### src/rtl/seqacq_pkg.sv
package seqacq_pkg;

   typedef enum logic [2:0] {
      ST_IDLE  = 3'd0,
      ST_ARMED = 3'd1,
      ST_CAPT  = 3'd2,
      ST_STEP  = 3'd3,
      ST_DONE  = 3'd4
   } seq_state_t;

endpackage

### src/rtl/seq_seg_addr.sv
module seq_seg_addr #(
   parameter int ADDR_W    = 24,
   parameter int UNIT_LOG2 = 13,
   parameter int LEN_W     = 11,
   parameter int CNT_W     = 13
) (
   input  logic              clk,
   input  logic              rst_n,
   input  logic              load,
   input  logic              advance,
   input  logic [CNT_W-1:0]  seg_count,
   input  logic [LEN_W-1:0]  seg_len,
   output logic [ADDR_W-1:0] base,
   output logic [CNT_W-1:0]  idx,
   output logic              last_seg
);
   localparam int SPAN_W = LEN_W + UNIT_LOG2;

   logic [SPAN_W-1:0] span;
   logic [ADDR_W-1:0] stride_in;
   logic [ADDR_W-1:0] stride_q;
   logic [CNT_W-1:0]  total_q;
   logic              single_in;

   assign span      = SPAN_W'(seg_len) << UNIT_LOG2;
   assign single_in = (seg_count <= CNT_W'(1));

   // fit the segment span into the address width
   generate
      if (SPAN_W >= ADDR_W) begin : g_trunc
         assign stride_in = span[ADDR_W-1:0];
      end else begin : g_extend
         assign stride_in = ADDR_W'(span);
      end
   endgenerate

   always_ff @(posedge clk or negedge rst_n) begin
      if (!rst_n) begin
         stride_q <= '0;
         total_q  <= CNT_W'(1);
         base     <= '0;
         idx      <= '0;
      end else if (load) begin
         stride_q <= single_in ? '0 : stride_in;
         total_q  <= single_in ? CNT_W'(1) : seg_count;
         base     <= '0;
         idx      <= '0;
      end else if (advance) begin
         base <= base + stride_q;
         idx  <= idx + CNT_W'(1);
      end
   end

   assign last_seg = (idx == total_q - CNT_W'(1));
endmodule

### src/rtl/seq_ts_port.sv
module seq_ts_port #(
   parameter int TS_W  = 48,
   parameter int CNT_W = 13
) (
   input  logic             clk,
   input  logic             rst_n,
   input  logic             take,
   input  logic [CNT_W-1:0] idx,
   input  logic [TS_W-1:0]  ts_count,
   output logic             we,
   output logic [CNT_W-1:0] addr,
   output logic [TS_W-1:0]  data
);
   always_ff @(posedge clk or negedge rst_n) begin
      if (!rst_n) begin
         we   <= 1'b0;
         addr <= '0;
         data <= '0;
      end else begin
         we <= take;
         if (take) begin
            addr <= idx;
            data <= ts_count;
         end
      end
   end
endmodule

### src/rtl/seq_ctrl.sv
module seq_ctrl
   import seqacq_pkg::*;
(
   input  logic       clk,
   input  logic       rst_n,
   input  logic       start,
   input  logic       trig,
   input  logic       cap_done,
   input  logic       last_seg,
   output logic       load,
   output logic       advance,
   output logic       take_ts,
   output logic       armed,
   output logic       done
);
   seq_state_t st_q, st_d;

   always_comb begin
      st_d    = st_q;
      load    = 1'b0;
      advance = 1'b0;
      take_ts = 1'b0;
      if (start) begin
         load = 1'b1;
         st_d = ST_ARMED;
      end else begin
         unique case (st_q)
            ST_ARMED: if (trig) begin
               take_ts = 1'b1;
               st_d    = ST_CAPT;
            end
            ST_CAPT: if (cap_done) begin
               if (last_seg) begin
                  st_d = ST_DONE;
               end else begin
                  advance = 1'b1;
                  st_d    = ST_STEP;
               end
            end
            ST_STEP: st_d = ST_ARMED;
            default: st_d = st_q;
         endcase
      end
   end

   always_ff @(posedge clk or negedge rst_n) begin
      if (!rst_n) st_q <= ST_IDLE;
      else        st_q <= st_d;
   end

   assign armed = (st_q == ST_ARMED);
   assign done  = (st_q == ST_DONE);
endmodule

### src/rtl/seq_acq_mgr.sv
module seq_acq_mgr #(
   parameter int ADDR_W    = 24,
   parameter int UNIT_LOG2 = 13,
   parameter int LEN_W     = 11,
   parameter int CNT_W     = 13,
   parameter int TS_W      = 48
) (
   input  logic              clk,
   input  logic              rst_n,
   input  logic              start,
   input  logic [CNT_W-1:0]  seg_count,
   input  logic [LEN_W-1:0]  seg_len,
   input  logic              trig,
   input  logic              cap_done,
   input  logic [TS_W-1:0]   ts_count,
   output logic [ADDR_W-1:0] base_addr,
   output logic              arm_req,
   output logic              ts_we,
   output logic [CNT_W-1:0]  ts_addr,
   output logic [TS_W-1:0]   ts_data,
   output logic              all_done
);
   // elaboration-time parameter checks
   generate
      if (CNT_W < 2) begin : g_bad_cnt
         $error("CNT_W must allow at least two segments");
      end
      if (UNIT_LOG2 >= ADDR_W) begin : g_bad_unit
         $error("allocation unit must be smaller than the address space");
      end
      if (TS_W < 1 || LEN_W < 1) begin : g_bad_w
         $error("TS_W and LEN_W must be positive");
      end
   endgenerate

   logic load, advance, take_ts, last_seg;
   logic [CNT_W-1:0] seg_idx;

   seq_ctrl i_ctrl (
      .clk      (clk),
      .rst_n    (rst_n),
      .start    (start),
      .trig     (trig),
      .cap_done (cap_done),
      .last_seg (last_seg),
      .load     (load),
      .advance  (advance),
      .take_ts  (take_ts),
      .armed    (arm_req),
      .done     (all_done)
   );

   seq_seg_addr #(
      .ADDR_W    (ADDR_W),
      .UNIT_LOG2 (UNIT_LOG2),
      .LEN_W     (LEN_W),
      .CNT_W     (CNT_W)
   ) i_addr (
      .clk       (clk),
      .rst_n     (rst_n),
      .load      (load),
      .advance   (advance),
      .seg_count (seg_count),
      .seg_len   (seg_len),
      .base      (base_addr),
      .idx       (seg_idx),
      .last_seg  (last_seg)
   );

   seq_ts_port #(
      .TS_W  (TS_W),
      .CNT_W (CNT_W)
   ) i_ts (
      .clk      (clk),
      .rst_n    (rst_n),
      .take     (take_ts),
      .idx      (seg_idx),
      .ts_count (ts_count),
      .we       (ts_we),
      .addr     (ts_addr),
      .data     (ts_data)
   );
endmodule

### config.mk
export PLATFORM = sky130hd
export DESIGN_NAME = seq_acq_mgr
export DESIGN_NICKNAME = d
export VERILOG_FILES = /design/src/rtl/seqacq_pkg.sv /design/src/rtl/seq_seg_addr.sv /design/src/rtl/seq_ts_port.sv /design/src/rtl/seq_ctrl.sv /design/src/rtl/seq_acq_mgr.sv
export SDC_FILE = /design/constraint.sdc
export NUM_CORES = 1
export LEC_CHECK = 0
export ABC_AREA = 1
export BUFFER_PORTS_ARGS = -buffer_cell sky130_fd_sc_hd__buf_2
export CORE_MARGIN = 2
export CORE_UTILIZATION = 59
export CTS_BUF_LIST = sky130_fd_sc_hd__clkbuf_8
export DETAILED_ROUTE_END_ITERATION = 6
export GPL_ROUTABILITY_DRIVEN = 0
export PLACE_DENSITY_LB_ADDON = 0.25
export SYNTH_ARGS = -nofsm -noshare
export SYNTH_HDL_FRONTEND = slang
export SYNTH_SLANG_ARGS = --single-unit
### constraint.sdc
create_clock -name clk -period 5.7 [get_ports clk]
set_input_delay 0.57 -clock clk [delete_from_list [all_inputs] [get_ports clk]]
set_output_delay 0.57 -clock clk [all_outputs]
set_load 0.02 [all_outputs]
# Word level (Yosys, flattened, before mapping)
# Cells that the tools add are included.
# W data, S select, Z words.
word_totals:
  in_bits: 77
  regBits: 139
op_classes:
  magnitude_cmp: 1
  n_eq_ne: 7
  reduce_logical: 3
  n_addsub: 3
  n_mux: 19
ops:
  columns: ["op", "n"]
  rows:
  - ["$mux W24", 3]
  - ["$mux W13", 3]
  - ["$add A24 B24 Y24", 1]
  - ["$add A13 B1 Y13 const B", 1]
  - ["$eq A13 B13 Y1", 1]
  - ["$le A13 B1 Y1 const B", 1]
  - ["$sub A13 B1 Y13 const B", 1]
  - ["$mux W3", 4]
  - ["$pmux W3 S3", 1]
  - ["$mux W1", 8]
  - ["$eq A3 B2 Y1 const B", 2]
  - ["$ne A3 B3 Y1 const B", 2]
  - ["$reduce_bool A4 Y1", 1]
  - ["$eq A3 B1 Y1 const B", 1]
  - ["$eq A3 B3 Y1 const B", 1]
  - ["$reduce_and A3 Y1", 1]
  - ["$reduce_bool A2 Y1", 1]

# Logic depth before layout (Yosys ltp)
# Gate-level depths: netlist of the first run.
logic_depth:
  ltp_word: 8
  mapped_depth: 16

# By module
# Synthesis of the first run repeated with hierarchy kept, for this count alone.
unflattened:
  cells_unflattened: 735
  area_unflattened_um2: 5798.1
modules_own_cells:
  columns: ["module", "area_each_um2", "seq_area_each_um2", "cells_each", "instances"]
  rows:
  - ["seq_seg_addr", 3170.5, 1202.4, 439, 1]
  - ["seq_ts_port", 2378.5, 1551.5, 259, 1]
  - ["seq_ctrl", 249.0, 75.1, 37, 1]

# Worst setup path after synthesis of the first run
# No wires, ideal clock.
synth_timing:
  kind: "register to register"
  start: "register i_addr.total_q[0]"
  end: "register i_addr.base[18]"
  path_stages_with_launch: 16
  path_buffers: 1
  setup_slack_ps: 3655
  period_less_slack_ps: 2045
  required_time_ps: 5582
  arrival_ps: 1927
  cell_sequence: "dfstp_2 -> inv_1 -> ha_1 -> inv_1 -> nand2_1 -> nand2_1 -> nand2_1 -> nor2_1 -> nand2_1 -> nor2_1 -> nand3_1 -> nor2_1 -> nand2_2 -> buf_2 -> nand4_1 -> nand2_1"
synth_between:
  elab_chain_len: 7
synth_rtl:
  columns: ["item", "line_no", "source"]
  rows:
  - ["start: declaration", "seq_seg_addr.sv:22", "logic [CNT_W-1:0] total_q;"]
  - ["start signal: assignment", "seq_seg_addr.sv:45", "total_q <= single_in ? CNT_W'(1) : seg_count;"]
  - ["$sub A13 B1 Y13", "seq_seg_addr.sv:54", "assign last_seg = (idx == total_q - CNT_W'(1));"]
  - ["$eq A13 B13 Y1", "seq_seg_addr.sv:54", null]
  - ["$mux W1", "seq_ctrl.sv:33", "if (last_seg) begin"]
  - ["$mux W1", "seq_ctrl.sv:32", "ST_CAPT: if (cap_done) begin"]
  - ["$mux W1", "seq_ctrl.sv:27", "unique case (st_q)"]
  - ["$mux W1", "seq_ctrl.sv:23", "if (start) begin"]
  - ["$reduce_bool A2 Y1 (no line)", null, null]
  - ["end signal: assignment", "seq_seg_addr.sv:49", "base <= base + stride_q;"]
  - ["end: declaration", "seq_seg_addr.sv:13", "output logic [ADDR_W-1:0] base,"]
# Every way passes these cells.
# A chain may end at the register's enable or synchronous reset.

# Worst setup path in the final report of the first run
layout_timing:
  start: "register i_addr.total_q[0]"
  end: "register i_addr.base[19]"
# Same word-level chain as after synthesis.

==> metrics.yaml, run 1 <==
detailed_routing:
  drt_first_pass_iters: 5
  num_vias: 5678
  wl_per_cell_um: 14.1
  first_iter_violations: 524
  wl_met3_um: 1050
  drt-vias-per-instance: 5.34
  wl_met2_um: 7170
  drc: 0
  wl_met1_um: 6520
  final_antenna_net_count: 0
  routed_wl_um: 15000
  routed.top_layer: "met4"
synthesis:
  syn_avg_cell_area_um2: 7.63
  yosysUniqueCellTypes: 31
  synthAdderAreaFrac: 0.0287
  syn_inst: 776
  syn-cell-area_um2: 5920
  synth-compound-area-share: 0.0385
  ys_seq_area_frac: 0.478
  synth-xor-area-share: 0.0340
  synth_largest_area_cell: "dfrtp_1"
  synth_top_area_frac: 0.473
  synth_top_family_by_area: "simple AND/OR/NAND/NOR gates"
  yosys_warnings: 0
  yosys.area_share.simple: 0.332
  synth.area.mux_share: 0
  synth_seq_cells: 113
  synth_area_leaders: "dfrtp_1 47%, nand2_1 20%, nand3_1 5.7%"
critical_path:
  cp-start-kind: "register"
  crit_required_ps: 6070
  critical_path_class: "reg -> reg"
  worstPathArrival_ps: 3150
  end_kind: "register"
  cp_max_fo: 27
global_routing:
  grt_pass1_vias: 5480
  grt_max_degree: 73
  antenna_found_initial: 0
  grt_usage: 0.292
  grt_overflow_total: 0
  grt_pass1_wl_um: 25600
floorplanning:
  die_area_um2: 10900
  rows: 36
  die_w_um: 104
  io_pins: 165
  floorplan.initialDensity: 0.606
  core_region_area_um2: 9770
  die_h_um: 104
clock_tree:
  cts_max_level: 4
  clock_path_buffers: 2
  cts_root_buf: "clkbuf_8"
  cts.sinks: 113
  cts_buffers: 17
  cts.repair.resized: 0
  hold_buffers: 0
  clock_latency_ps: 440
  cts_tree: "done"
  post_cts_buffers: 0
  clkTransAtPathRegs_ps: 70
timing:
  max_freq_mhz: 360
  fin_crit_sh: 0.488
  finalSetupViolations: 0
  finClkSkew_ps: 8.07
  final.setup.tns_ps: 0
  hold_viol_final: 0
  rsz0062_at_grt: "no"
  finalMaxSlewViolations: 0
  period_needed_ps: 2780
  worstMarginPinSlew_ps: 1070
  relSlewSlack: 0.283
status:
  run_status: "finished, final reports clean"
power:
  power_density_nw_per_um2: 391
  ir_drop_mv: 0.221
  p_leak_nw: 4.16
finish:
  nFillCells: 751
  drive_gt1_frac: 0.213
  fin_cells: 1064
  antenna_cells: 0
  area_growth_pct: 20.7
  nNetsFinal: 1009
min_path:
  min_path_type: "in -> async"
placement:
  port-buffer-count: 151
  place.detailed.hpwl_um: 10800
  placedCellCount: 1033
run:
  max_cap_viol_count: 0
## sequential cells by signal, indices dropped and copies added, names as in the netlist
name / cells
i_ts.we: 1
i_ts.data: 48
i_addr.base: 11
i_ctrl.st_q: 3
i_addr.total_q: 13
i_ts.addr: 13
i_addr.idx: 13
i_addr.stride_q: 11
## critical path, stage by stage (launching register included)
cell,delay (ps)
dfstp_2,530
inv_1,100
ha_1,290
inv_1,110
nand2_1,60
nand2_1,90
nor2_1,40
nor2_1,100
nand2_1,70
nor2_1,130
nand3_1,90
nor2_1,110
nand2_2,340
nand2_4,390
nand3_1,130
nand2_1,90
## synth_stat cells, drive strengths merged
| master | instances |
|---|---|
| nand2 | 315 |
| dfrtp | 112 |
| inv | 77 |
| nand3 | 67 |
| nor2 | 36 |
| nand4 | 30 |
| o21ai | 29 |
| buf | 22 |
| xor2 | 22 |
| clkbuf | 21 |
| ha | 12 |
| nor3 | 11 |
| a21oi | 8 |
| nor4 | 4 |
| a31oi | 2 |
| o21bai | 2 |
| a22oi | 1 |
| conb | 1 |
| dfstp | 1 |
| fa | 1 |
| o211ai | 1 |
| xnor2 | 1 |
## layout by cell type, fill, tap and decap left out, drive strengths merged, types with 13 or more instances in the layout
master  netlist  layout
inv          77      79
nand4        30      30
buf          22     155
xor2         22      22
nand2       315     315
clkbuf       21      19
dfrtp       112     112
nor2         36      36
conb          1      13
nand3        67      67
o21ai        29      29
## routing by layer
metal,global-route usage,vias to the layer above
li1,-,2716
met1,0.392,2679
met2,0.471,255
met3,0.0695,28
met4,0.0936,0
met5,0,-
## area by class of cell
class,count,area (um2),share of cell area
flip-flops and latches,113,2830,0.396
multi-input cells,555,2620,0.367
repair buffers,155,788,0.110
clock buffers,19,262,0.0366
well taps,133,166,0.0233
inverters,77,289,0.0404
clock inverters,12,190,0.0266
## metrics by stage
step                worst slack (ps)  instance area [um2]  hold WS, ps  total power, mW   util
CTS                             2970                 7150          156             2.80  0.731
floorplan                       3650                 5970          274             1.64      -
finish                          2920                 7150          151             2.79  0.731
detailed placement              2960                 6700          454             1.94  0.685
global route                    2600                 7150          198             2.95  0.731
global placement                3060                 6700          448             1.91  0.685
## power by group
| group | internal (mW) | switching (mW) | total, mW |
|---|---|---|---|
| combinational | 0.260 | 0.574 | 0.834 |
| sequential | 0.990 | 0.107 | 1.10 |
| clock | 0.536 | 0.324 | 0.860 |
## logic make-up after synthesis
family	count (synthesis)
other	1
DFF	113
adders and majority gates	13
and+or+nand+nor	463
xor gates and xnor gates	23
buffers and inverters	120
AOI/OAI and AO/OA	43
## path summary, 6_finish.rpt
| check | start | endpoint | depth (start not counted) | slack [ps] |
|---|---|---|---|---|
| max reg2reg | i_addr.total_q[0] | i_addr.base[19] | 15 | 2920 |
| min reg2reg | i_ts.data[26] | i_ts.data[26] | 2 | 470 |
| min | rst_n | i_ts.data[40] | 1 | 150 |
| max | i_addr.total_q[0] | i_addr.base[19] | 15 | 2920 |
| min in group clk | ts_count[43] | i_ts.data[43] | 3 | 340 |
| max in group asynchronous | rst_n | i_addr.stride_q[20] | 2 | 4320 |
Power figures use the tool's default switching activity.
==> run 2: changes to the inputs <==
- CORE_UTILIZATION: 59 -> 54
- clock period: 5.7 -> 2.6 ns (I/O delays scaled with it)
==> metrics.yaml, run 2 (same netlist as run 1, synthesis figures left out) <==
critical_path:
  r2r_start: "i_addr.total_q[0]"
  crit_required_ps: 2910  # -3160 ps
  cp_max_fo: 16  # -41%
  cp-start-kind: "register"
  worst-r2r-setup-slack_ps: 210  # -2710 ps
  r2r_cells: 15  # unchanged
  worstPathArrival_ps: 2700  # -450 ps
  critical_path_class: "reg -> reg"
  reg2reg_to: "i_addr.idx[1]"
  end_kind: "register"
finish:
  drive_gt1_frac: 0.217  # +0.00444
  largest_reg_flops: 48  # unchanged
  nNetsFinal: 1012  # +0.30%
  area_growth_pct: 21.6
  final_common_cell: "nand2_1"
  nFillCells: 952  # +27%
  multi_input_area_um2: 2640  # +0.52%
  final-seq-area_um2: 2830  # unchanged
  antenna_cells: 0  # unchanged
  most-common-layout-cells: "311 x nand2_1, 150 x buf_2, 112 x dfrtp_1, 75 x inv_1, 67 x nand3_1"
  top_register: "i_ts.data"
clock_tree:
  clock_latency_ps: 440  # about the same
  clock_path_buffers: 2  # unchanged
  clkTransAtPathRegs_ps: 80  # about the same
  cts_root_buf: "clkbuf_8"
  cts_buffers: 17  # unchanged
  cts_max_level: 4  # unchanged
  cts_tree: "done"
  cts.sinks: 113  # unchanged
global_routing:
  grt_max_degree: 114  # +56%
  grt_pass1_vias: 4728  # -14%
  antenna_found_initial: 0  # unchanged
  grt_usage: 0.243  # -0.0484
  grt_overflow_total: 0  # unchanged
  grt_pass1_wl_um: 22600  # -12%
min_path:
  holdCritStartpoint: "ts_count[20]"
  holdPathStages: 3
  worstHoldEndpoint: "i_ts.data[20]"
  min_path_type: "in -> reg"
detailed_routing:
  drt-vias-per-instance: 4.99  # -6.6%
  wl_per_cell_um: 12.9  # -8.4%
  drc: 0  # unchanged
  routed_wl_um: 13900  # -7.5%
  final_antenna_net_count: 0  # unchanged
  drt_first_pass_iters: 5  # unchanged
  first_iter_violations: 414  # -21%
  num_vias: 5359  # -5.6%
floorplanning:
  floorplan.initialDensity: 0.549  # -0.0572
  rows: 38  # +5.6%
  die_w_um: 109  # +4.4%
  die_h_um: 109  # +4.4%
  core_region_area_um2: 10800  # +10%
  die_area_um2: 11800  # +8.9%
  io_pins: 165  # unchanged
run:
  max_cap_viol_count: 0  # unchanged
timing:
  finalMaxSlewViolations: 0  # unchanged
  max_freq_mhz: 418  # +16%
  hold_viol_final: 0  # unchanged
  final.setup.tns_ps: 0  # unchanged
  finClkSkew_ps: 14.8  # +6.76 ps
  timing.final.ws_setup_ps: 209  # -2710 ps
  finalSetupViolations: 0  # unchanged
  rsz0062_at_grt: "no"
  worstMarginPinSlew_ps: 641  # -433 ps
  period_needed_ps: 2390  # -389 ps
  fin_crit_sh: 0.920  # +0.432
  relSlewSlack: 0.573  # +0.290
power:
  power_density_nw_per_um2: 830  # +110%
  p_leak_nw: 4.18  # +0.38%
  ir_drop_mv: 0.499  # +130%
status:
  run_status: "finished, final reports clean"
placement:
  port-buffer-count: 151  # unchanged
  dp_worst_setup_slack_ps: 168  # -2790 ps
  place.detailed.hpwl_um: 9880  # -8.3%
run 2: cell types whose count changed in the layout (fill, tap and decap cells not counted), sizes merged:
cell         before  now
clkinv            2    8
buf             155  157
bufinv            5    3
clkbuf           19   17
dlygate4sd3       0    1
inv              79   78
run 2: worst max-delay path: stages, from the launching register on:
cell,delay [ps]
dfstp_2,540
inv_1,110
ha_1,290
inv_1,90
nand2_1,50
nand2_1,80
nor2_1,40
nor2_1,80
nand2_1,50
nor2_1,120
nand3_1,90
nor2_1,180
nand2_4,180
buf_4,230
nand4_1,80
nand2_1,60
run 2: through the flow:
step	hold slack [ps]	area, um2	total power, mW	cells	util
2_1_floorplan	-35.6	5970	3.60	788	-
6_report	19.6	7200	5.97	1075	0.667
3_3_place_gp	391	6760	4.23	1042	0.626
3_5_place_dp	392	6760	4.27	1042	0.626
4_1_cts	1.51	7180	6.02	1075	0.666
5_1_grt	3.38	7200	6.37	1075	0.667
run 2: where the power goes:
| part | leakage (nW) | internal [mW] | switching [mW] |
|---|---|---|---|
| Combinational | 2.52 | 0.591 | 1.25 |
| Sequential | 1.45 | 2.17 | 0.220 |
| Clock | 0.203 | 0.955 | 0.787 |
run 2: cell type report:
type / instances / area share
clock buffer: 17 / 0.0325
tap: 140 / 0.0243
clock inverter: 15 / 0.0256
sequential: 113 / 0.393
inverter: 77 / 0.0402
multi-input combinational: 555 / 0.366
timing repair buffer: 158 / 0.118
run 2: how the worst max path moves through the flow:
stage | startpoint | to | slack, ps | cells after the start
floorplan | i_addr.total_q[0] | i_addr.base[18] | 550 | 15
global placement | i_addr.total_q[0] | i_addr.base[22] | 280 | 15
detailed placement | i_addr.total_q[0] | i_addr.base[17] | 170 | 15
CTS | i_addr.total_q[0] | i_addr.base[16] | 130 | 15
global route | i_addr.total_q[0] | i_addr.idx[1] | 8 | 15
finish | i_addr.total_q[0] | i_addr.idx[1] | 210 | 15
run 2: metal layers:
layer  vias to the layer above  part of all wire  wire [um]  global-route usage
met2                       195              0.43       5990               0.361
met3                        18             0.078       1080              0.0681
li1                       2735                 -          -                   -
met5                         -                 0          0                   0
met1                      2411              0.48       6660               0.352
met4                         0             0.011        157              0.0668
run 2: repair_timing:
item                                    CTS  global route
hold buffers                              1             0
gates resized for setup                   0             2
endpoints found under the setup margin    0            24
hold endpoints to repair                112             0
setup buffers                             0             0
